### config.mk
export PLATFORM = sky130hd
export DESIGN_NAME = cegen_top
export DESIGN_NICKNAME = d
export VERILOG_FILES = /design/src/rtl/cegen_pkg.sv /design/src/rtl/cegen_sync.sv /design/src/rtl/cegen_timer.sv /design/src/rtl/cegen_phase.sv /design/src/rtl/cegen_top.sv
export SDC_FILE = /design/constraint.sdc
export NUM_CORES = 1
export LEC_CHECK = 0
export BUFFER_PORTS_ARGS = -buffer_cell sky130_fd_sc_hd__buf_2
export CORE_AREA = 2 2 39 41
export CTS_BUF_LIST = sky130_fd_sc_hd__clkbuf_8
export DETAILED_ROUTE_END_ITERATION = 8
export DIE_AREA = 0 0 41 43
export PLACE_DENSITY_LB_ADDON = 0.3
export SLEW_MARGIN = 20
export SYNTH_ARGS = -nofsm -noshare
export SYNTH_HDL_FRONTEND = slang
export SYNTH_SLANG_ARGS = --single-unit
export TNS_END_PERCENT = 5
### constraint.sdc
create_clock -name clk -period 1.9 [get_ports clk]
set_clock_uncertainty 0.15 [all_clocks]
set_input_delay 0.19 -clock clk [delete_from_list [all_inputs] [get_ports clk]]
set_output_delay 0.19 -clock clk [all_outputs]
set_load 0.01 [all_outputs]
### src/rtl/cegen_pkg.sv
package cegen_pkg;

    localparam int MODE_W = 3;

    typedef struct packed {
        logic s1;
        logic s2;
        logic s3;
    } sync_chain_t;

    typedef enum logic {
        LS_HUNT = 1'b0,
        LS_RUN  = 1'b1
    } lock_state_e;

    function automatic logic is_long_mode(input logic [MODE_W-1:0] m);
        return (m == 3'd1) || (m == 3'd4) || (m == 3'd6);
    endfunction

endpackage

### src/rtl/cegen_sync.sv
module cegen_sync
    import cegen_pkg::*;
(
    input  logic clk,
    input  logic rst,
    input  logic async_i,
    output logic rise_o
);

    sync_chain_t chain;

    always_ff @(posedge clk) begin
        if (rst) begin
            chain <= '0;
        end else begin
            chain.s1 <= async_i;
            chain.s2 <= chain.s1;
            chain.s3 <= chain.s2;
        end
    end

    assign rise_o = chain.s2 & ~chain.s3;

    // a detected rise implies the strobe was high two edges earlier
    assert_rise_delay_R3: assert property (@(posedge clk) disable iff (rst)
        rise_o |-> $past(async_i, 2));

endmodule

### src/rtl/cegen_timer.sv
module cegen_timer #(
    parameter int TIMEOUT = 16
) (
    input  logic clk,
    input  logic rst,
    output logic done_o
);

    localparam int CW = $clog2(TIMEOUT + 1);
    localparam logic [CW-1:0] LIMIT = CW'(TIMEOUT);

    logic [CW-1:0] cnt;

    always_ff @(posedge clk) begin
        if (rst)
            cnt <= '0;
        else if (cnt != LIMIT)
            cnt <= cnt + 1'b1;
    end

    assign done_o = (cnt == LIMIT);

    assert_timer_saturates_R4: assert property (@(posedge clk) disable iff (rst)
        done_o |=> done_o);

endmodule

### src/rtl/cegen_phase.sv
module cegen_phase
    import cegen_pkg::*;
#(
    parameter int DIV_LO = 6,
    parameter int DIV_HI = 12
) (
    input  logic              clk,
    input  logic              rst,
    input  logic [MODE_W-1:0] mode_i,
    input  logic              arm_i,
    input  logic              rise_i,
    output logic              en_o,
    output logic              locked_o
);

    localparam int PW = $clog2(DIV_HI);

    lock_state_e st;
    logic [PW-1:0] ph;
    logic [PW-1:0] last;

    assign last = is_long_mode(mode_i) ? PW'(DIV_HI - 1) : PW'(DIV_LO - 1);

    always_ff @(posedge clk) begin
        if (rst) begin
            st <= LS_HUNT;
            ph <= '0;
        end else begin
            case (st)
                LS_HUNT: begin
                    if (arm_i && rise_i) begin
                        st <= LS_RUN;
                        ph <= '0;
                    end
                end
                LS_RUN: ph <= (ph == last) ? '0 : ph + 1'b1;
                default: st <= LS_HUNT;
            endcase
        end
    end

    assign locked_o = (st == LS_RUN);
    assign en_o     = locked_o && (ph == '0);

    // Independent gap counter for checking the pulse spacing
    logic [PW:0] chk_gap;
    logic        chk_seen;
    always_ff @(posedge clk) begin
        if (rst) begin
            chk_gap  <= '0;
            chk_seen <= 1'b0;
        end else if (en_o) begin
            chk_gap  <= '0;
            chk_seen <= 1'b1;
        end else begin
            chk_gap <= chk_gap + 1'b1;
        end
    end

    assert_en_spacing_R6: assert property (@(posedge clk) disable iff (rst)
        (en_o && chk_seen) |-> (chk_gap == (PW+1)'(last)));
    assert_en_single_R6: assert property (@(posedge clk) disable iff (rst)
        en_o |=> !en_o);
    assert_lock_sticky_R5: assert property (@(posedge clk) disable iff (rst)
        locked_o |=> locked_o);
    assert_lock_after_timeout_R4: assert property (@(posedge clk) disable iff (rst)
        $rose(locked_o) |-> $past(arm_i));
    assert_lock_on_edge_R3: assert property (@(posedge clk) disable iff (rst)
        $rose(locked_o) |-> $past(rise_i));

endmodule

### src/rtl/cegen_top.sv
module cegen_top
    import cegen_pkg::*;
#(
    parameter int TIMEOUT = 16,
    parameter int DIV_LO  = 6,
    parameter int DIV_HI  = 12
) (
    input  logic              clk,
    input  logic              rst,
    input  logic              strobe_a,
    input  logic [MODE_W-1:0] mode_i,
    output logic              en_o,
    output logic              locked_o
);

    logic rise;
    logic armed;

    cegen_sync u_sync (
        .clk     (clk),
        .rst     (rst),
        .async_i (strobe_a),
        .rise_o  (rise)
    );

    cegen_timer #(.TIMEOUT(TIMEOUT)) u_timer (
        .clk    (clk),
        .rst    (rst),
        .done_o (armed)
    );

    cegen_phase #(.DIV_LO(DIV_LO), .DIV_HI(DIV_HI)) u_phase (
        .clk      (clk),
        .rst      (rst),
        .mode_i   (mode_i),
        .arm_i    (armed),
        .rise_i   (rise),
        .en_o     (en_o),
        .locked_o (locked_o)
    );

    assert_mode_frozen_R2: assert property (@(posedge clk) disable iff (rst)
        $stable(mode_i));
    assert_no_en_unlocked_R7: assert property (@(posedge clk) disable iff (rst)
        $rose(locked_o) |-> !$past(en_o));

endmodule

Yosys cells after proc, flatten, opt, wreduce, memory -nomap -nowiden
Cells that the tools add are included.
{"block": "classes", "add_sub_neg": 2, "multipliers": 0, "n_div": 0, "n_lt_le_gt_ge": 0, "eq_ne": 7, "shift": 0, "muxes": 6, "bitwise": 3, "n_reduce_logical": 5}
{"cell": "two-way mux 4 bit", "n": 3}
{"cell": "case mux 4 bit (2 select lines)", "n": 1}
{"cell": "== test 3 bit, second input constant", "n": 2}
{"cell": "adder 5 x 1 -> 5 bit, second input constant", "n": 1}
{"cell": "== test 5 bit, second input constant", "n": 1}
{"cell": "!= test 5 bit, second input constant", "n": 1}
{"cell": "adder 4 x 1 -> 4 bit, second input constant", "n": 1}
{"cell": "== test 4 bit", "n": 1}
{"cell": "logical NOT 4 bit", "n": 1}
{"cell": "== test 3 x 1 -> 1 bit, second input constant", "n": 1}
{"cell": "logical AND 1 bit", "n": 2}
{"cell": "logical OR 1 bit", "n": 2}
{"cell": "two-way mux 1 bit", "n": 2}
{"cell": "!= test 2 x 1 -> 1 bit, second input constant", "n": 1}
{"cell": "NOT 1 bit", "n": 2}
{"cell": "bitwise AND 1 bit", "n": 1}
{"block": "word_totals", "ff_bits": 13, "latch_bits": 0, "mem_bits_rw": 0, "romBits": 0, "input_bits": 6, "out_inout_bits": 2, "word_cells": 29, "n_memories": 0}

Depth between registers and ports, before layout
{"block": "depth", "ltp_word": 7, "depth_mapped": 6, "mapped_depth_nobuf": 6}

Cells and area by module
From an unflattened synthesis, not the netlist that was laid out.
{"block": "unflattened", "hier_cells": 72, "area_unflattened_um2": 690.7}
{"mod": "cegen_phase", "instances": 1, "cells_each": 38, "area_per_inst_um2": 337.8, "seq_area_each_um2": 100.1}
{"mod": "cegen_timer", "instances": 1, "cells_each": 27, "area_per_inst_um2": 265.3, "seq_area_each_um2": 100.1}
{"mod": "cegen_sync", "instances": 1, "cells_each": 7, "area_per_inst_um2": 87.6, "seq_area_each_um2": 60.1}

Worst setup path after synthesis
Ideal clock, no wire load.
{"block": "synth_timing", "path_type": "register to register", "start": "reg u_timer.cnt[0]", "end": "reg u_phase.ph[2]", "setup_time_ps": 103, "arrival_ps": 1373, "required_ps": 1647, "slack_ps": 274, "path_stages_with_launch": 7, "n_path_buf": 0, "synth_period_minus_slack_ps": 1626, "cell_sequence": "dfxtp_1 > inv_1 > ha_1 > and4bb_4 > a31oi_4 > a21oi_2 > a2111oi_2"}
{"block": "synth_between", "elab_chain_cells": 3}
{"element": "start: declaration", "line_no": "cegen_timer.sv:12", "text": "logic [CW-1:0] cnt;"}
{"element": "start signal: assignment", "line_no": "cegen_timer.sv:18", "text": "cnt <= cnt + 1'b1;"}
{"element": "== test 5 bit", "line_no": "cegen_timer.sv:21", "text": "assign done_o = (cnt == LIMIT);"}
{"element": "logical AND 1 bit", "line_no": "cegen_phase.sv:31", "text": "if (arm_i && rise_i) begin"}
{"element": "!= test 2 x 1 -> 1 bit (no source line)"}
{"element": "end signal: assignment", "line_no": "cegen_phase.sv:36", "text": "LS_RUN: ph <= (ph == last) ? '0 : ph + 1'b1;"}
{"element": "end: declaration", "line_no": "cegen_phase.sv:19", "text": "logic [PW-1:0] ph;"}
No other way between the ends.
A chain may end at the register's enable or synchronous reset.

Worst setup path after layout
Same ends and word-level chain as after synthesis.

==> results.md <==
- Status: complete, no violations
- Via Count: ~500
- Clock Tree Root: clkbuf_8
- Post-CTS Setup Bufs: 0
- Tightest Hold Check Type: in -> reg
- Starting DRC count in detailed routing: 6
- Worst setup path category: reg -> reg
- Post-DP HPWL: 855 µm
- Number of antenna violations at the first check in global routing: 0
- Final period util: 0.915
- Initial Util: 0.473
- Setup violations, final: 0
- Register area share after synthesis: 0.398
- Inserted Diodes: 0
- Clock transition at path regs: around 0.060 ns
- Vias in the first global route: ~470
- Hold Path Depth: 2
- R2R cell count: 6
- Critical Path Sink Type: flip-flop
- Crit Reg-Reg Startpoint: u_timer.cnt[0]$_SDFFE_PP0N_
- Detail Route Antenna Nets: 0
- CTS buffer count: 3
- Die H: ~43 µm
- Final hold violations: 0
- Total gr overflow: 0
- Maximum fanout along the worst path: 5
- CORE AREA: 0.00138 mm²
- Cts hold-fix bufs: 0
- Max Fclk: roughly 580 MHz
- Port-buffer cells: 7
- CP max stage delay: 0.37 ns
- WP data arrival: roughly 1.7 ns
- Most frequent cells in the layout: dfxtp_1, inv_1, buf_2
- Reg2reg setup slack: around 0.16 ns
- Core Util, Final: 0.537
- Worst EP required: about 1.9 ns
- Hold endpoint: u_sync.chain[2]$_SDFF_PP0_
- Distinct cells, synth: 29
- Layout cells sized above 1: 0.190
- Placed insts: slightly above 90
- Setup_tns: 0 ns
- Row count: 14
- Hold path startpoint: strobe_a
- Syn_nets: 80
- Wirelength, routed: ~1100 µm
- Area Overhead vs Synth: 13.6%
- Slew headroom: 0.700
- Worst IR Drop VDD: 0.427 mV
- Reg2reg end: u_phase.ph[2]$_SDFFE_PP0P_
- Max clock buf depth: 2
- Final Wtd Congestion: ~0.67
- TritonCTS clock tree: done
- Max Slew Vio Count: 0
- Cell leakage power: approximately 0.00027 µW
- PostCTS Resize Cnt: 0
- CTS H-tree depth: 1
- Drt via density: ~5.3
- Max-cap check violation count: 0
- Largest net degree at the start of global routing: 15
- Syn Area/Cell: between 9 and 10 µm²
- Clock Sink Count: 13
- Total GRT Usage: 0.159
- Nets: 90
- Synth Warn #: 0
- Slowest CP cell: a2111oi_2
- Synthesis-stage register bit count: 13
- Pre-antenna DRT Iters: 4
- First-pass GRT wire length: about 1800 µm
- RSZ-0062 raised after global routing: false
- Ports: 8
- Post-Syn Instances: 70
- Worst-Skew Late Latency: 0.24 ns
- Die area: 0.00176 mm²
- Die X: between 40 and 50 µm
- Mapped cell area: 654 µm²
- Commonest non-fill, non-tap cell in the layout: dfxtp_1
- Worst-path cell chain: inv_1 > ha_1 > and4bb_4 > a31oi_4 > a21oi_2 > a2111oi_2
- WL per Instance: about 12 µm
- DRC violations left: 0
- Fin cells: 95
- Worst-Margin Slew: 0.448 ns
- Minimum clock period: 1.74 ns
- Setup crit start kind: flip-flop
- Pwr Density: approximately 760 mW/mm²
## logic make-up after synthesis
kind of cell / after synthesis / synth area share
flops: 13 / 0.398
compound gates: 12 / 0.155
fa+ha+maj: 4 / 0.0765
xor+xnor: 4 / 0.0535
mux: 2 / 0.0306
simple gates: 27 / 0.235
buf+inv: 8 / 0.0516
## sequential cells by signal (all words and copies together) (netlist names)
name              count
u_phase.locked_o      1
u_phase.ph            4
u_sync.chain          3
u_timer.cnt           5
## cell type report
type	instances	area (µm²)
well taps	16	20.0
repair buffers	7	35.0
fillers	140	641
inverters	6	22.5
clock inverters	1	3.75
multi-input cells	49	360
flip-flops and latches	13	260
clock buffers	3	41.3
## per-layer routing
metal | wire [µm] | GRT usage | part of all wire
met5 | 0 | 0 | 0
met3 | 36 | 0.0471 | 0.032
met2 | 561 | 0.247 | 0.49
met1 | 520 | 0.178 | 0.46
met4 | 19 | 0.100 | 0.017
## critical path: cells and delay by family, from the launching register on
kind            cells  cell delay (ns)
flops               1             0.34
buf+inv             1             0.07
compound gates      3             0.64
simple gates        1             0.23
fa+ha+maj           1             0.19
## metrics by stage
stage | hold slack (ns) | cell area (µm²) | power (µW) | worst slack, ns
after floorplan | 0.112 | 654 | 314 | 0.274
after global placement | 0.261 | 698 | 324 | 0.233
after detailed placement | 0.264 | 698 | 326 | 0.152
after CTS | 0.0107 | 743 | 568 | 0.147
after global routing | 0.0285 | 743 | 585 | 0.0705
final | 0.00636 | 743 | 562 | 0.162
## cells in the mapped netlist
cell	instances	area share
ha_1	4	0.076
a21oi_2	1	0.013
xnor2_1	2	0.027
clkbuf_1	1	0.0057
or3_1	1	0.0096
inv_1	6	0.034
or4_1	1	0.011
nor2_1	6	0.034
o21ai_0	1	0.0076
a31oi_1	1	0.0096
a31oi_4	1	0.033
buf_4	1	0.011
o211ai_1	1	0.011
xor2_1	2	0.027
mux2i_1	2	0.031
nand2b_1	1	0.0096
o221ai_1	1	0.013
a21oi_1	4	0.031
nand2_1	2	0.011
nor2b_1	5	0.048
nand3_1	4	0.031
and4bb_4	1	0.025
dfxtp_1	13	0.40
nand3b_1	1	0.011
nor3b_1	1	0.011
a2111oi_2	1	0.023
or2_2	1	0.0096
o32ai_1	1	0.013
nor3_1	3	0.023
## report_power, final
group / leakage (µW) / total (µW) / switching [µW] / internal, µW
Combinational: 0.000138 / 31.6 / 16.4 / 15.3
Sequential: 0.000106 / 288 / 6.62 / 281
Clock: 0.0000269 / 243 / 100 / 143
Total: 0.000271 / 562 / 123 / 439
## worst max-delay path by stage
stage                                           start  slack, ns                          to  depth (start not counted)
after global placement    u_timer.cnt[0]$_SDFFE_PP0N_       0.23  u_phase.ph[2]$_SDFFE_PP0P_                          6
after CTS                 u_timer.cnt[0]$_SDFFE_PP0N_       0.15  u_phase.ph[2]$_SDFFE_PP0P_                          6
after floorplan           u_timer.cnt[0]$_SDFFE_PP0N_       0.27  u_phase.ph[2]$_SDFFE_PP0P_                          6
after global routing      u_timer.cnt[1]$_SDFFE_PP0N_       0.07  u_phase.ph[2]$_SDFFE_PP0P_                          6
after detailed placement  u_timer.cnt[0]$_SDFFE_PP0N_       0.15  u_phase.ph[2]$_SDFFE_PP0P_                          6
final                     u_timer.cnt[0]$_SDFFE_PP0N_       0.16  u_phase.ph[2]$_SDFFE_PP0P_                          6
Power figures use the tool's default switching activity.
